--- config.mk ---
export PLATFORM = sky130hd
export DESIGN_NAME = regfile_wfirst
export DESIGN_NICKNAME = d
export VERILOG_FILES = /design/src/rtl/regfile_wfirst_pkg.sv /design/src/rtl/rf_ctrl.sv /design/src/rtl/rf_dpath.sv /design/src/rtl/regfile_wfirst.sv
export SDC_FILE = /design/constraint.sdc
export NUM_CORES = 1
export LEC_CHECK = 0
export ABC_AREA = 1
export BUFFER_PORTS_ARGS = -buffer_cell sky130_fd_sc_hd__buf_2
export CORE_MARGIN = 2
export CORE_UTILIZATION = 55
export DETAILED_ROUTE_END_ITERATION = 8
export PLACE_DENSITY = 0.77
export SYNTH_ARGS = -nofsm -noshare
export SYNTH_HDL_FRONTEND = slang
export SYNTH_SLANG_ARGS = --single-unit
export TNS_END_PERCENT = 1
--- constraint.sdc ---
create_clock -name clk -period 1.9 [get_ports clk]
set_clock_uncertainty 0.2 [all_clocks]
set_input_delay 0.19 -clock clk [delete_from_list [all_inputs] [get_ports clk]]
set_output_delay 0.19 -clock clk [all_outputs]
set_load 0.01 [all_outputs]
--- src/rtl/regfile_wfirst_pkg.sv ---
`timescale 1ns/1ps
package regfile_wfirst_pkg;
  localparam int NUM_PORTS = 2;
  typedef struct packed {
    logic                 wrStrobe;
    logic [NUM_PORTS-1:0] portDrive;
    logic [NUM_PORTS-1:0] portBypass;
  } rfCtl_t;
endpackage

--- src/rtl/rf_ctrl.sv ---
`timescale 1ns/1ps
module rf_ctrl
  import regfile_wfirst_pkg::*;
#(
  parameter int NUM_REGS = 4,
  parameter int ADDR_W   = 2
) (
  input  logic                              clk,
  input  logic                              rst,
  input  logic                              wrEn,
  input  logic [ADDR_W-1:0]                 wrAddr,
  input  logic [NUM_PORTS-1:0]              rdEn,
  input  logic [NUM_PORTS-1:0][ADDR_W-1:0]  rdAddr,
  output rfCtl_t                            ctl,
  output logic [NUM_REGS-1:0]               loadSel
);
  for (genvar r = 0; r < NUM_REGS; r++) begin : g_sel
    assign loadSel[r] = wrEn && (wrAddr == ADDR_W'(r));
  end

  assign ctl.wrStrobe = wrEn;
  for (genvar p = 0; p < NUM_PORTS; p++) begin : g_port
    assign ctl.portDrive[p]  = rdEn[p];
    assign ctl.portBypass[p] = wrEn && (wrAddr == rdAddr[p]);
  end

  // at most one register is loaded, and none without a write
  p_single_load_r3: assert property (@(posedge clk) disable iff (rst)
    $onehot0(loadSel));
  p_idle_no_load_r3: assert property (@(posedge clk) disable iff (rst)
    !wrEn |-> (loadSel == '0));
endmodule

--- src/rtl/rf_dpath.sv ---
`timescale 1ns/1ps
module rf_dpath
  import regfile_wfirst_pkg::*;
#(
  parameter int NUM_REGS = 4,
  parameter int DATA_W   = 32,
  parameter int ADDR_W   = 2
) (
  input  logic                              clk,
  input  logic                              rst,
  input  rfCtl_t                            ctl,
  input  logic [NUM_REGS-1:0]               loadSel,
  input  logic [DATA_W-1:0]                 wrData,
  input  logic [NUM_PORTS-1:0][ADDR_W-1:0]  rdAddr,
  output logic [NUM_PORTS-1:0][DATA_W-1:0]  rdData
);
  logic [NUM_REGS-1:0][DATA_W-1:0] regs;

  for (genvar r = 0; r < NUM_REGS; r++) begin : g_reg
    always_ff @(posedge clk) begin
      if (rst)             regs[r] <= '0;
      else if (loadSel[r]) regs[r] <= wrData;
    end
    // an unselected register keeps its value
    p_hold_r3: assert property (@(posedge clk) disable iff (rst)
      (!$past(loadSel[r]) && !$past(rst)) |-> $stable(regs[r]));
    // reset leaves the register cleared
    p_reset_clear_r7: assert property (@(posedge clk)
      $past(rst) |-> (regs[r] == '0));
  end

  for (genvar p = 0; p < NUM_PORTS; p++) begin : g_rd
    logic [DATA_W-1:0] stored;
    always_comb begin
      stored = '0;
      for (int r = 0; r < NUM_REGS; r++)
        if (rdAddr[p] == ADDR_W'(r)) stored = regs[r];
    end
    always_comb begin
      if (!ctl.portDrive[p])       rdData[p] = '0;
      else if (ctl.portBypass[p])  rdData[p] = wrData;
      else                         rdData[p] = stored;
    end
    // a released port shows zero
    p_release_zero_r6: assert property (@(posedge clk) disable iff (rst)
      !ctl.portDrive[p] |-> (rdData[p] == '0));
  end
endmodule

--- src/rtl/regfile_wfirst.sv ---
`timescale 1ns/1ps
module regfile_wfirst
  import regfile_wfirst_pkg::*;
#(
  parameter int NUM_REGS = 4,
  parameter int DATA_W   = 32,
  parameter int ADDR_W   = (NUM_REGS > 1) ? $clog2(NUM_REGS) : 1
) (
  input  logic              clk,
  input  logic              rst,
  input  logic              wrEn,
  input  logic [ADDR_W-1:0] wrAddr,
  input  logic [DATA_W-1:0] wrData,
  input  logic              rdEnA,
  input  logic [ADDR_W-1:0] rdAddrA,
  output logic [DATA_W-1:0] rdDataA,
  input  logic              rdEnB,
  input  logic [ADDR_W-1:0] rdAddrB,
  output logic [DATA_W-1:0] rdDataB
);
  rfCtl_t                           ctl;
  logic [NUM_REGS-1:0]              loadSel;
  logic [NUM_PORTS-1:0][DATA_W-1:0] rdData;
  logic [NUM_PORTS-1:0][ADDR_W-1:0] rdAddr;

  assign rdAddr = {rdAddrB, rdAddrA};

  rf_ctrl #(.NUM_REGS(NUM_REGS), .ADDR_W(ADDR_W)) u_ctrl (
    .clk(clk), .rst(rst), .wrEn(wrEn), .wrAddr(wrAddr),
    .rdEn({rdEnB, rdEnA}), .rdAddr(rdAddr), .ctl(ctl), .loadSel(loadSel));

  rf_dpath #(.NUM_REGS(NUM_REGS), .DATA_W(DATA_W), .ADDR_W(ADDR_W)) u_dpath (
    .clk(clk), .rst(rst), .ctl(ctl), .loadSel(loadSel), .wrData(wrData),
    .rdAddr(rdAddr), .rdData(rdData));

  assign rdDataA = rdData[0];
  assign rdDataB = rdData[1];

  // same-cycle write is seen by a matching enabled port
  p_bypass_a_r4: assert property (@(posedge clk) disable iff (rst)
    (rdEnA && wrEn && wrAddr == rdAddrA) |-> (rdDataA == wrData));
  p_bypass_b_r5: assert property (@(posedge clk) disable iff (rst)
    (rdEnB && wrEn && wrAddr == rdAddrB) |-> (rdDataB == wrData));
  // both ports on one address agree
  p_shared_addr_r8: assert property (@(posedge clk) disable iff (rst)
    (rdEnA && rdEnB && rdAddrA == rdAddrB) |-> (rdDataA == rdDataB));
endmodule

Word level (Yosys, flattened, before mapping)
Index checks and enable logic that the tools add are counted.
W data, S select, Z words.
- bits in registers: 128
- logic and storage cells: 36
- equality and inequality tests: 11
- muxes and demuxes: 12
- reductions and logical operators: 9
- operators with widths (kind ; number):
    $mux W32 ; 12
    $eq A2 B2 Y1 const B ; 6
    $eq A2 B1 Y1 const B ; 3
    $logic_and A1 B1 Y1 ; 6
    $logic_not A2 Y1 ; 3
    $eq A2 B2 Y1 ; 2

Depth between registers and ports, before layout
- depth in word-level cells: 7
- mapped depth: 9
- depth with buffers taken out: 7

Modules after synthesis
A second synthesis with hierarchy kept.
- cell total of the unflattened synthesis: 1197
- area, all modules: 7355.8 µm²
- modules (own cells, without submodules) (module ; times used ; cells each ; area an instance (µm²) ; seq. area each (µm²)):
    rf_dpath ; 1 ; 1171 ; 7239.4 ; 2562.5
    rf_ctrl ; 1 ; 26 ; 116.4 ; 0.0

Least setup slack after synthesis
OpenSTA, ideal clock, no wires.
- path kind: input -> output
- start: in rdAddrB[1]
- end: out rdDataB[21]
- arrival: 1174 ps
- required time: 1510 ps
- path slack: 336 ps
- cell stages on the path: 9
- path buffers: 2
- cell sequence: buf_4 -> inv_2 -> nand2_1 -> nand2_2 -> nand3_4 -> inv_2 -> buf_4 -> nor2_1 -> nor2_1
- longest elaborated chain between the ends: 7
- RTL lines (what ; line ; source):
    start: declaration ; regfile_wfirst.sv:18 ; input logic [ADDR_W-1:0] rdAddrB,
    $logic_not A2 Y1 ; rf_dpath.sv:37 ; if (rdAddr[p] == ADDR_W'(r)) stored = regs[r];
    $mux W32 (4 in a row) ; rf_dpath.sv:37 ;
    $mux W32 (*) ; rf_dpath.sv:41 ; else if (ctl.portBypass[p]) rdData[p] = wrData;
    $mux W32 (*) ; rf_dpath.sv:40 ; if (!ctl.portDrive[p]) rdData[p] = '0;
    end: declaration ; regfile_wfirst.sv:19 ; output logic [DATA_W-1:0] rdDataB
Every way passes the cells marked *; elsewhere a longest branch is shown, timed or not.

Final worst setup path
- start: reg u_dpath.regs[51] (netlist bit)
- end: out rdDataA[19]
- longest elaborated chain between the ends: 5
- RTL lines (what ; line ; source):
    start: declaration ; rf_dpath.sv:17 ; logic [NUM_REGS-1:0][DATA_W-1:0] regs;
    start signal: indexed assignment ; rf_dpath.sv:22 ; else if (loadSel[r]) regs[r] <= wrData;
    $mux W32 (3 in a row) ; rf_dpath.sv:37 ;
    $mux W32 ; rf_dpath.sv:41 ;
    $mux W32 ; rf_dpath.sv:40 ;
    end: declaration ; regfile_wfirst.sv:16 ; output logic [DATA_W-1:0] rdDataA,
Every way passes these cells.

==> results.sh <==
export IMPL_outcome="complete, no violations"
export IMPL_drive_gt1_share_pct=15.0
export IMPL_path_delay_family="simple AND/OR/NAND/NOR gates"
export IMPL_worst_path_max_delay_cell="dfxtp_2"
export IMPL_reg_largest_list="u_dpath.regs (128)"
export IMPL_leakagePower_nw=4.60
export IMPL_first_global_vias=8392
export IMPL_drtAntennaViolNets=0
export IMPL_clk_path_buf_depth=2
export IMPL_fin_crit_sh_pct=98.0
export IMPL_gp_congestion=0.948
export IMPL_setup_violations=0
export IMPL_critical_path_cell_chain="inv_1 > o21ai_0 > nand3_1 > nand2_1 > nor2_1 > nor2_1 > buf_2"
export IMPL_grt_max_degree=55
export IMPL_synth_most_common_cell="nand2_1"
export IMPL_min_path_cells=4
export IMPL_die_area_sq_um=15100
export IMPL_antenna_found_initial=1
export IMPL_synth_flop_cell="dfxtp_1"
export IMPL_firstDrtPassIters=5
export IMPL_syn_area_sq_um=7750
export IMPL_grt_pass1_wl_um=41700
export IMPL_preCtsSetupSlack_ns=0.0782
export IMPL_rsz0062_at_grt="true"
export IMPL_pwr_share_clk_pct=41.1
export IMPL_drv_cap=0
export IMPL_maxSlewViolCount=0
export IMPL_timing_hold_violations_final=0
export IMPL_relSlewSlack_pct=68.3
export IMPL_cts_tree="built"
export IMPL_top_register="u_dpath.regs"
export IMPL_synth_nets=1342
export IMPL_cts_reportedPaths_clkPinSlew_ns=0.06
export IMPL_cts_buffers=17
export IMPL_fin_util_pct=70.0
export IMPL_cp_max_fo=2
export IMPL_io_pins=107
export IMPL_worstMarginPinSlew_ns=0.475
export IMPL_cts_sinks=128
export IMPL_synth_seq_cells=128
export IMPL_start_util_pct=56.0
export IMPL_setup_slack_ns=0.0373
export IMPL_grt_use_total_pct=35.4
export IMPL_swShare_pct=29.5
export IMPL_viasPerCell=5.56
export IMPL_instances_no_fill=1632
export IMPL_synthTopCellsByCount="nand2_1 (417), nor2_1 (230), nand3_1 (145), dfxtp_1 (128), inv_1 (99)"
export IMPL_holdWs_ns=0.108
export IMPL_rr_worst_depth=3
export IMPL_syn2layout_area_growth_pct=24.9
export IMPL_die_w_um=123
export IMPL_crit_buf_inv=2
export IMPL_design_core_area_sq_um=13800
export IMPL_drc_errors=0
export IMPL_drtIter0Drc=974
export IMPL_cts_setup_buffers=0
export IMPL_power_net_switching_mw=2.20
export IMPL_wl_per_cell_um=15.9
export IMPL_largest_reg_flops=128
export IMPL_die_y_um=123
export IMPL_design_area_sq_um=9680
export IMPL_crit_type="flop to primary output"
export IMPL_clk_latency_ns=0.42
export IMPL_hold_path_class="input port to flop"
export IMPL_critical_path_depth=7
export IMPL_critPathLaunchType="flop"
export IMPL_final_nets=1482
export IMPL_totalWireLength_um=26000
export IMPL_synth_cell_type_count=21
export IMPL_endpoint_kind="primary output"
export IMPL_syn_inst=1299
export IMPL_fin_crit_ns=1.86
export IMPL_synth_top_area_share_pct=33.1
export IMPL_postSynth_asyncResetShare_pct=0
export IMPL_worstPathRequired_ns=1.51
export IMPL_yosysWarnings=0
export IMPL_rows=43
export IMPL_htreeDepth=4
export IMPL_worstPathArrival_ns=1.47
export IMPL_gr_total_overflow=0
export IMPL_crit_top_cell="nor2_1"
export IMPL_placed_cell_area_sq_um=8700
export IMPL_power_mw=7.45
export IMPL_power_internal_mw=5.25
export IMPL_ir_worst_vdd_mv=0.653
export IMPL_max_freq_mhz=537
export IMPL_pwr_share_seq_pct=38.8
export IMPL_ys_top_cells_by_area="dfxtp_1 (33%), nand2_1 (20%), nor2_1 (11%)"
export IMPL_yosysSeqAreaShare_pct=33.1
export IMPL_synth_edf_count=0
export IMPL_synth_top_area_cell="dfxtp_1"
export IMPL_dp_hpwl_um=16900
export IMPL_avgSynthCellArea_sq_um=5.96
export IMPL_max_stage_delay_ns=0.33
export IMPL_tns_ns=0
export IMPL_dp_cells=1559
export IMPL_power_density_nw_per_um2=770
export IMPL_num_vias=9076
export IMPL_cts_root_buffer="clkbuf_16"
export IMPL_power_frac_comb_pct=20.1
export IMPL_port_buffers=106
what timing repair did:
item                                   in CTS  in global routing
gates resized for setup                     0                 20
hold buffers                               41                  0
endpoints found under the hold margin     128                  0
setup endpoints to repair                   0                 40
worst reg2reg max path, cell delays in order (launching register included):
cell	delay, ns
dfxtp_1	0.34
nand2_1	0.06
a21oi_1	0.15
dlygate4sd3_1	0.58
worst paths after layout:
path / startpoint / endpoint / slack [ns]
max: u_dpath.regs[51] / rdDataA[19] / 0.04
max reg2reg: u_dpath.regs[96] / u_dpath.regs[96] / 0.51
min: wrAddr[1] / u_dpath.regs[117] / 0.11
min reg2reg: u_dpath.regs[124] / u_dpath.regs[124] / 0.28
logic make-up after synthesis:
family | after synthesis | synth area share, %
AOI/OAI and AO/OA | 174 | 14.6
DFF | 128 | 33.1
and+or+nand+nor | 801 | 41.7
buffers and inverters | 196 | 10.6
metal layers:
| layer | routed length (um) | track usage (%) | up-vias |
|---|---|---|---|
| li1 | - | - | 4445 |
| met1 | 10900 | 46.5 | 4007 |
| met3 | 2640 | 8.36 | 97 |
| met2 | 11500 | 54.9 | 527 |
| met4 | 926 | 15.9 | 0 |
| met5 | 0 | 0 | - |
cells in the final DEF, fill, tap and decap left out, drive strengths merged, types with 8 or more instances in the layout:
cell / netlist / final
clkbuf: 39 / 27
o21ai: 28 / 28
inv: 105 / 105
buf: 51 / 169
a21oi: 42 / 42
nand2: 418 / 418
o21a: 8 / 8
a211oi: 96 / 96
dfxtp: 128 / 128
dlygate4sd3: 0 / 41
nor2: 235 / 235
nand3: 148 / 148
layout make-up:
| class | instances | area, sq um |
|---|---|---|
| Tap cell | 180 | 225 |
| Antenna cell | 1 | 2.50 |
| Multi-Input combinational cell | 975 | 4380 |
| Clock buffer | 26 | 489 |
| Sequential cell | 128 | 2570 |
| Clock inverter | 5 | 55.1 |
| Fill cell | 1233 | 4150 |
| Inverter | 106 | 403 |
| Timing Repair Buffer | 211 | 1560 |
power groups by stage:
| stage | logic, mW | clock network [mW] | registers, mW |
|---|---|---|---|
| floorplan | 0.876 | 0 | 2.92 |
| global placement | 1.37 | 0 | 2.94 |
| detailed placement | 1.38 | 0 | 2.94 |
| CTS | 1.45 | 3.07 | 2.89 |
| global route | 1.64 | 3.21 | 2.90 |
| finish | 1.49 | 3.06 | 2.89 |
No activity file was read; power rests on OpenSTA's default activity.
